==> config.mk <==
export PLATFORM = sky130hd
export DESIGN_NAME = pktlen_pad_calc
export DESIGN_NICKNAME = d
export VERILOG_FILES = /design/src/rtl/pktlen_pad_pkg.sv /design/src/rtl/plp_beat_delay.sv /design/src/rtl/plp_hdr_tracker.sv /design/src/rtl/plp_pad_reducer.sv /design/src/rtl/pktlen_pad_calc.sv
export SDC_FILE = /design/constraint.sdc
export NUM_CORES = 1
export LEC_CHECK = 0
export ABC_AREA = 1
export BUFFER_PORTS_ARGS = -buffer_cell sky130_fd_sc_hd__buf_2
export CORE_MARGIN = 2
export CORE_UTILIZATION = 55
export DETAILED_ROUTE_END_ITERATION = 6
export MAX_ROUTING_LAYER = met4
export PLACE_DENSITY = 0.78
export SLEW_MARGIN = 20
export SYNTH_ARGS = -nofsm -noshare
export SYNTH_HDL_FRONTEND = slang
export SYNTH_SLANG_ARGS = --single-unit
==> constraint.sdc <==
create_clock -name clk -period 4.65 [get_ports clk]
set_input_delay 0 -clock clk [delete_from_list [all_inputs] [get_ports clk]]
set_output_delay 0 -clock clk [all_outputs]
set_load 0.02 [all_outputs]
==> src/rtl/pktlen_pad_pkg.sv <==
package pktlen_pad_pkg;
  localparam int BYTE_W = 8;

  typedef struct packed {
    logic              vld;
    logic              sop;
    logic [BYTE_W-1:0] dat;
  } plp_beat_t;
endpackage

==> src/rtl/plp_beat_delay.sv <==
module plp_beat_delay
  import pktlen_pad_pkg::*;
#(
  parameter int DEPTH = 2
) (
  input  logic      clk,
  input  logic      rst_n,
  input  plp_beat_t beat_in,
  output plp_beat_t beat_out
);
  plp_beat_t stage_q [DEPTH];
  plp_beat_t stage_d [DEPTH];

  genvar gi;
  generate
    for (gi = 0; gi < DEPTH; gi++) begin : g_stage
      if (gi == 0) begin : g_first
        always_comb stage_d[gi] = beat_in;
      end else begin : g_rest
        always_comb stage_d[gi] = stage_q[gi-1];
      end
      always_ff @(posedge clk or negedge rst_n) begin
        if (!rst_n) stage_q[gi] <= '0;
        else        stage_q[gi] <= stage_d[gi];
      end
    end
  endgenerate

  assign beat_out = stage_q[DEPTH-1];
endmodule

==> src/rtl/plp_hdr_tracker.sv <==
module plp_hdr_tracker #(
  parameter int DATA_W  = 8,
  parameter int LEN_W   = 16,
  parameter int HI_IDX  = 2
) (
  input  logic              clk,
  input  logic              rst_n,
  input  logic              in_valid,
  input  logic              in_sop,
  input  logic [DATA_W-1:0] in_data,
  output logic [LEN_W-1:0]  len_q,
  output logic              cap_pend_q
);
  localparam int LO_IDX  = HI_IDX + 1;
  localparam int POS_MAX = LO_IDX + 1;
  localparam int POS_W   = $clog2(POS_MAX + 1);

  logic [POS_W-1:0]  pos_q, pos_d;
  logic [DATA_W-1:0] hi_q, hi_d;
  logic [LEN_W-1:0]  len_d;
  logic              pend_d;
  logic              at_hi, at_lo;

  assign at_hi = in_valid && !in_sop && (pos_q == POS_W'(HI_IDX));
  assign at_lo = in_valid && !in_sop && (pos_q == POS_W'(LO_IDX));

  always_comb begin
    pos_d  = pos_q;
    hi_d   = hi_q;
    len_d  = len_q;
    pend_d = 1'b0;
    if (in_valid) begin
      if (in_sop)                      pos_d = POS_W'(1);
      else if (pos_q < POS_W'(POS_MAX)) pos_d = pos_q + POS_W'(1);
    end
    if (at_hi) hi_d = in_data;
    if (at_lo) begin
      len_d  = LEN_W'({hi_q, in_data});
      pend_d = 1'b1;
    end
  end

  always_ff @(posedge clk or negedge rst_n) begin
    if (!rst_n) begin
      pos_q      <= POS_W'(POS_MAX);
      hi_q       <= '0;
      len_q      <= '0;
      cap_pend_q <= 1'b0;
    end else begin
      pos_q      <= pos_d;
      hi_q       <= hi_d;
      len_q      <= len_d;
      cap_pend_q <= pend_d;
    end
  end
endmodule

==> src/rtl/plp_pad_reducer.sv <==
module plp_pad_reducer #(
  parameter int LEN_W     = 16,
  parameter int CELL      = 48,
  parameter int TRAILER   = 8,
  parameter int MIN_LEN   = 20,
  parameter int PAD_W     = $clog2(CELL)
) (
  input  logic [LEN_W-1:0] len,
  output logic [PAD_W-1:0] pad,
  output logic             too_short
);
  localparam int SUM_W = LEN_W + 1;

  logic [SUM_W-1:0] sum;
  logic [SUM_W-1:0] rem;

  always_comb begin
    sum       = {1'b0, len} + SUM_W'(TRAILER);
    rem       = sum % SUM_W'(CELL);
    too_short = (len < LEN_W'(MIN_LEN));
    if (rem == '0) pad = '0;
    else           pad = PAD_W'(SUM_W'(CELL) - rem);
  end
endmodule

==> src/rtl/pktlen_pad_calc.sv <==
module pktlen_pad_calc
  import pktlen_pad_pkg::*;
#(
  parameter int LEN_W   = 16,
  parameter int CELL    = 48,
  parameter int TRAILER = 8,
  parameter int MIN_LEN = 20,
  parameter int HI_IDX  = 2,
  parameter int FWD_LAT = 2,
  parameter int PAD_W   = $clog2(CELL)
) (
  input  logic              clk,
  input  logic              rst_n,
  input  logic [BYTE_W-1:0] in_data,
  input  logic              in_valid,
  input  logic              in_sop,
  output logic [BYTE_W-1:0] out_data,
  output logic              out_valid,
  output logic              out_sop,
  output logic [LEN_W-1:0]  pkt_len,
  output logic [PAD_W-1:0]  pad_cnt,
  output logic              len_ready,
  output logic              len_err
);
  plp_beat_t beat_in, beat_out;
  logic [LEN_W-1:0] len_q;
  logic             cap_pend;
  logic [PAD_W-1:0] pad_calc;
  logic             short_calc;
  logic             sop_evt;
  logic [PAD_W-1:0] pad_q, pad_d;
  logic             rdy_q, rdy_d;
  logic             err_q, err_d;

  assign beat_in = '{vld: in_valid, sop: in_sop, dat: in_data};

  plp_beat_delay #(.DEPTH(FWD_LAT)) u_delay (
    .clk      (clk),
    .rst_n    (rst_n),
    .beat_in  (beat_in),
    .beat_out (beat_out)
  );

  plp_hdr_tracker #(.DATA_W(BYTE_W), .LEN_W(LEN_W), .HI_IDX(HI_IDX)) u_track (
    .clk        (clk),
    .rst_n      (rst_n),
    .in_valid   (in_valid),
    .in_sop     (in_sop),
    .in_data    (in_data),
    .len_q      (len_q),
    .cap_pend_q (cap_pend)
  );

  plp_pad_reducer #(
    .LEN_W(LEN_W), .CELL(CELL), .TRAILER(TRAILER), .MIN_LEN(MIN_LEN), .PAD_W(PAD_W)
  ) u_pad (
    .len       (len_q),
    .pad       (pad_calc),
    .too_short (short_calc)
  );

  assign sop_evt = in_valid && in_sop;

  always_comb begin
    rdy_d = cap_pend && !sop_evt;
    pad_d = pad_q;
    err_d = err_q;
    if (rdy_d) begin
      pad_d = short_calc ? '0 : pad_calc;
      err_d = short_calc;
    end
    if (sop_evt) err_d = 1'b0;
  end

  always_ff @(posedge clk or negedge rst_n) begin
    if (!rst_n) begin
      pad_q <= '0;
      rdy_q <= 1'b0;
      err_q <= 1'b0;
    end else begin
      pad_q <= pad_d;
      rdy_q <= rdy_d;
      err_q <= err_d;
    end
  end

  assign out_data  = beat_out.dat;
  assign out_valid = beat_out.vld;
  assign out_sop   = beat_out.sop;
  assign pkt_len   = len_q;
  assign pad_cnt   = pad_q;
  assign len_ready = rdy_q;
  assign len_err   = err_q;
endmodule

== Yosys cells after proc, flatten, opt, wreduce, memory -nomap -nowiden ==
Cells that the tools add are included.

* Register bits: 56
* Input bits: 12
* Output and inout port bits: 34

* $add $sub $neg: 3
* Divide/modulo/power cells: 1
* $lt $le $gt $ge: 2
* Equality and inequality tests: 2
* Mux-type cells: 7
* Reduce and logical (&&, ||, !) cells: 11

{| class="wikitable"
|+ Operators with widths
! operator !! number
|-
| 16-bit by 4-bit adder with 17-bit output, second input constant || 1
|-
| 17-bit zero test || 1
|-
| 17-bit by 6-bit remainder unit with 17-bit output, second input constant || 1
|-
| 16-bit by 5-bit < comparator with 1-bit output, second input constant || 1
|-
| 6-bit two-way mux || 2
|-
| 3-bit by 2-bit equality test with 1-bit output, second input constant || 2
|-
| 3-bit two-way mux || 2
|-
| 6-bit subtractor, first input constant || 1
|-
| 1-bit logical AND || 5
|-
| 2-bit nonzero test || 2
|-
| 3-bit by 1-bit adder with 3-bit output, second input constant || 1
|-
| 3-bit < comparator, second input constant || 1
|-
| 1-bit two-way mux || 3
|-
| 1-bit zero test || 2
|-
| 2-bit AND reduction || 1
|}

== Longest topological paths before layout ==
* Depth after elaboration: 5
* Mapped depth: 42
* Depth with buffers taken out: 42

== Cells and area by module ==
A second synthesis with hierarchy kept.

* Cell total of the unflattened synthesis: 371
* Area, all modules: 2994.1 um^2

{| class="wikitable"
|+ By module, submodules not included
! module !! instances !! cells an instance !! area each (um^2)
|-
| plp_hdr_tracker || 1 || 130 || 1171.1
|-
| plp_pad_reducer || 1 || 186 || 988.4
|-
| plp_beat_delay || 1 || 20 || 500.5
|-
| pktlen_pad_calc || 1 || 35 || 334.1
|}

== Worst setup path before layout ==
No wires, ideal clock.

* Path type: register to register
* Start: reg u_track.len_q[3]
* End: reg pad_q[4] (netlist: pad_cnt[4])
* Library setup time: 118 ps
* Arrival: 3696 ps
* Required time: 4532 ps
* Path slack: 836 ps
* Cell stages (with the launch flop): 38
* Path buffers: 0
* Clock period less this slack: 3814 ps
* Cells stage by stage: dfrtp_1 > ha_1 > nand2_2 > nor2_4 > nand2_2 > nor2_2 > xnor2_1 > or2_0 > nand2_1 > nand3_1 > nand3_2 > nand2_1 > nand2_1 > nand3_2 > nand3_1 > nand3_2 > nand2_1 > nand2_1 > (+2 left out) > nand2_1 > nand3_2 > nand2_1 > nand2_1 > nand3_2 > nand2_1 > nand2_1 > nand3_4 > nand2_1 > nand2_1 > nand3_2 > nand2_2 > nand2_2 > nand2_2 > nand2_2 > nand3_2 > nand3_1 > nand2_1

* Longest elaborated chain between the ends: 5
* Elaborated cells between the ends (all ways): 7
* Those cells by class: add/sub: 2; div: 1; order compare: 1; mux: 2; reduce/logical: 1

{| class="wikitable"
|+ RTL lines
! item !! RTL line !! source
|-
| start, declared || plp_hdr_tracker.sv:11 || <nowiki>output logic [LEN_W-1:0] len_q,</nowiki>
|-
| start signal, assigned || plp_hdr_tracker.sv:52 || <nowiki>len_q <= len_d;</nowiki>
|-
| 16-bit by 4-bit adder with 17-bit output || plp_pad_reducer.sv:18 || <nowiki>sum = {1'b0, len} + SUM_W'(TRAILER);</nowiki>
|-
| 17-bit by 6-bit remainder unit with 17-bit output || plp_pad_reducer.sv:19 || <nowiki>rem = sum % SUM_W'(CELL);</nowiki>
|-
| 6-bit subtractor / 17-bit zero test (equally long branches) || plp_pad_reducer.sv:22, plp_pad_reducer.sv:21 ||
|-
| 6-bit two-way mux || plp_pad_reducer.sv:21 || <nowiki>if (rem == '0) pad = '0;</nowiki>
|-
| 6-bit two-way mux * || pktlen_pad_calc.sv:69 || <nowiki>pad_d = short_calc ? '0 : pad_calc;</nowiki>
|-
| end signal, assigned || pktlen_pad_calc.sv:81 || <nowiki>pad_q <= pad_d;</nowiki>
|-
| end, declared || pktlen_pad_calc.sv:31 || <nowiki>logic [PAD_W-1:0] pad_q, pad_d;</nowiki>
|}

Every way passes the cells marked *; elsewhere a longest branch is shown, timed or not.
A chain may end at the register's enable or synchronous reset.

== Worst setup path after layout ==
* Start: reg u_track.len_q[4]
* End: reg pad_q[4] (netlist: pad_cnt[4])

The elaborated chain is that of the path after synthesis.

==> impl_metrics.ini <==
[drt]
drt_iter0_markers = 70
remaining_drc_errors = 0
firstDrtPassIters = 5
wire_per_inst_um = 11.4
num_vias = 2223
antenna_left = 0
drt-vias-per-instance = 4.85
wirelength_um = 5230

[setup_path]
critPathTopFamily = simple AND/OR/NAND/NOR gates
cpMostUsedCell = nand2_1
critPathCaptureType = flip-flop
path_buf_inv = 0
crit_fanout = 6
arrival_ns = 4.30
slowest_stage = dfrtp_2
cp-start-kind = flip-flop
r2r_slack_ns = 0.55
r2r_end = pad_cnt[4]
cp_slowest_stage_delay_ns = 0.44
r2r-start = u_track.len_q[4]
reg2regPathDepth = 34
crit_type = flip-flop to flip-flop
cp.required_ns = 4.85

[pwr]
p_leak_uw = 0.00177
peakVddDrop_v = 0.000424
switchingPower_uw = 1240
intPower_uw = 1280
combPwrFrac_pct = 58.1
power_frac_clock_pct = 10.8
switching_share_pct = 49.2
p_seq_share_pct = 31.2
p_per_area_mw_per_mm2 = 758

[sta]
finClkSkew_ns = 0.00467
finalSetupViolations = 0
finalSetupTns_ns = 0
period_needed_ns = 4.10
final.setup.worst_slack_ns = 0.554
fin_crit_sh_pct = 88.1
hold_violations = 0
slew_violations = 0
worst_slew_pin_slew_ns = 0.834
relSlewSlack_pct = 42.9
rsz0062_at_grt = no
max_freq_ghz = 0.244

[layout]
drive_gt1_share_pct = 23.3
synthToLayoutAreaGrowth_pct = 19.1
nFillCells = 393
seq_area_sq_mm = 0.00141
fin_nets = 408
antenna_cells = 0
multi_input_area_sq_mm = 0.00121

[cts]
cts_max_level = 2
cts_tree = done
cts_buffer_depth = 2
root_buffer = clkbuf_8
path_clk_slew_ns = 0.09
clock_sinks = 56
cts_buffers = 5
clk_latency_ns = 0.30

[placed_design]
place.gp.congestion = 0.830
pre_cts_ws_ns = 0.438
dp_hpwl_um = 3920
portBuffers = 45

[global_routing]
grt_pass1_vias = 2124
grt.overflow.total = 0
grt_usage_pct = 21.2
grt_pass1_wl_um = 8960
antenna_found_initial = 0
grt_max_degree = 57

[yosys]
synthTopCellsByArea = dfrtp_1 49%, nand2_1 14%, inv_1 5.0%
ys_types = 29
synth_seq_area_share_pct = 50.4
synth_area_sq_mm = 0.00278
synth-main-ff-cell = dfrtp_1
synth_edf_count = 0
syn_inst = 327
ys_seq_elements = 56
syn-num-nets = 345
ys_top_cells_by_count = 101 x nand2_1, 55 x dfrtp_1, 37 x inv_1, 26 x o21ai_0, 20 x nand3_1
synthArstFlopShare_pct = 100
yosysMostFrequentCell = nand2_1
synth_top_area_cell = dfrtp_1
synth_top_area_share_pct = 49.5
yosys_warnings = 0
synth.avg_cell_area_sq_um = 8.51

[floorplan]
start_util_pct = 58.1
die_y_um = 75.1
die_x_um = 75.1
dieArea_sq_mm = 0.00564
ios = 46
row_count = 25
core_area_sq_mm = 0.00479

[status]
outcome = finished, final reports clean

[job]
drv_cap = 0

[min_path]
hold_class = input pin to asynchronous set/reset pin
-- placed cells by master, fill, tap and decap left out, drive strengths merged, types with 2 or more instances in the layout --
master         n
dfrtp         55
clkbuf         7
a21oi          2
buf           49
ha             6
nor2          20
nand4          5
o21ai         34
dlygate4sd3   11
inv           39
nand2        112
nand3         31
xor2           9
-- layout make-up --
| type | instances | share of cell area [%] |
|---|---|---|
| clock buffer | 7 | 2.61 |
| sequential | 56 | 42.4 |
| clock inverter | 1 | 0.227 |
| multi-input combinational | 227 | 36.7 |
| tap | 67 | 2.53 |
| inverter | 40 | 4.53 |
| timing repair buffer | 60 | 11.0 |
-- power by group through the flow --
stage / combinational, uW / clock (uW) / sequential [uW]
after floorplan: 1040 / 0 / 879
after global placement: 1370 / 0 / 790
after detailed placement: 1440 / 0 / 794
after CTS: 1450 / 276 / 786
after global routing: 1680 / 294 / 805
final: 1460 / 270 / 783
-- flip-flops by register name, indices dropped and copies added (netlist names) --
name and flops:
u_delay.stage_d 10, u_track.len_q 16, len_ready 1, u_delay.beat_out 10
pad_cnt 6, u_track.cap_pend_q 1, u_track.hi_q 8, u_track.pos_q 3
len_err 1
-- how the worst max path moves through the flow --
| stage | start | end | slack [ns] | cells after the start |
|---|---|---|---|---|
| after floorplan | u_track.len_q[3] | pad_cnt[4] | 0.84 | 37 |
| after global placement | u_track.len_q[3] | pad_cnt[4] | 0.65 | 40 |
| after detailed placement | u_track.len_q[3] | pad_cnt[4] | 0.44 | 34 |
| after CTS | u_track.len_q[3] | pad_cnt[4] | 0.41 | 34 |
| after global routing | u_track.len_q[4] | pad_cnt[4] | 0.04 | 40 |
| final | u_track.len_q[4] | pad_cnt[4] | 0.55 | 34 |
-- metrics by stage --
step | area (sq um) | power (uW) | hold slack (ns) | util [%] | std cells
after global routing | 3310 | 2780 | 0.345 | 69.2 | 458
after floorplan | 2780 | 1920 | -0.296 | - | 327
after CTS | 3290 | 2510 | 0.338 | 68.7 | 455
after detailed placement | 3080 | 2230 | 0.125 | 64.4 | 436
after global placement | 3080 | 2160 | 0.123 | 64.4 | 436
final | 3310 | 2510 | 0.336 | 69.2 | 458
-- tightest hold or removal path, delay by kind of cell --
kind | cells | cell delay [ns]
buffers and inverters | 3 | 1.14
-- logic make-up (layout without fill, tap and decap cells) --
family          count (synthesis)  after routing  share of synthesized area, %
simple gates                  172            172                          30.4
compound gates                 39             39                          7.46
buf+inv                        44            108                          5.93
fa+ha+maj                       6              6                          2.70
flops                          56             56                          50.4
xor+xnor                       10             10                          3.15
-- layer usage --
metal	global-route usage, %	share of wire [%]	vias up
li1	-	-	1162
met1	26.8	46	1020
met2	36.4	50	37
met3	3.75	3.4	4
met4	4.09	0.67	0
met5	-	0	-
-- repair_timing --
action | CTS | global route
hold buffers | 11 | 0
resized for setup | 0 | 2
hold endpoints to repair | 73 | 0
endpoints found under the setup margin | 0 | 5
buffers inserted | 0 | 3
Power figures use the tool's default switching activity.
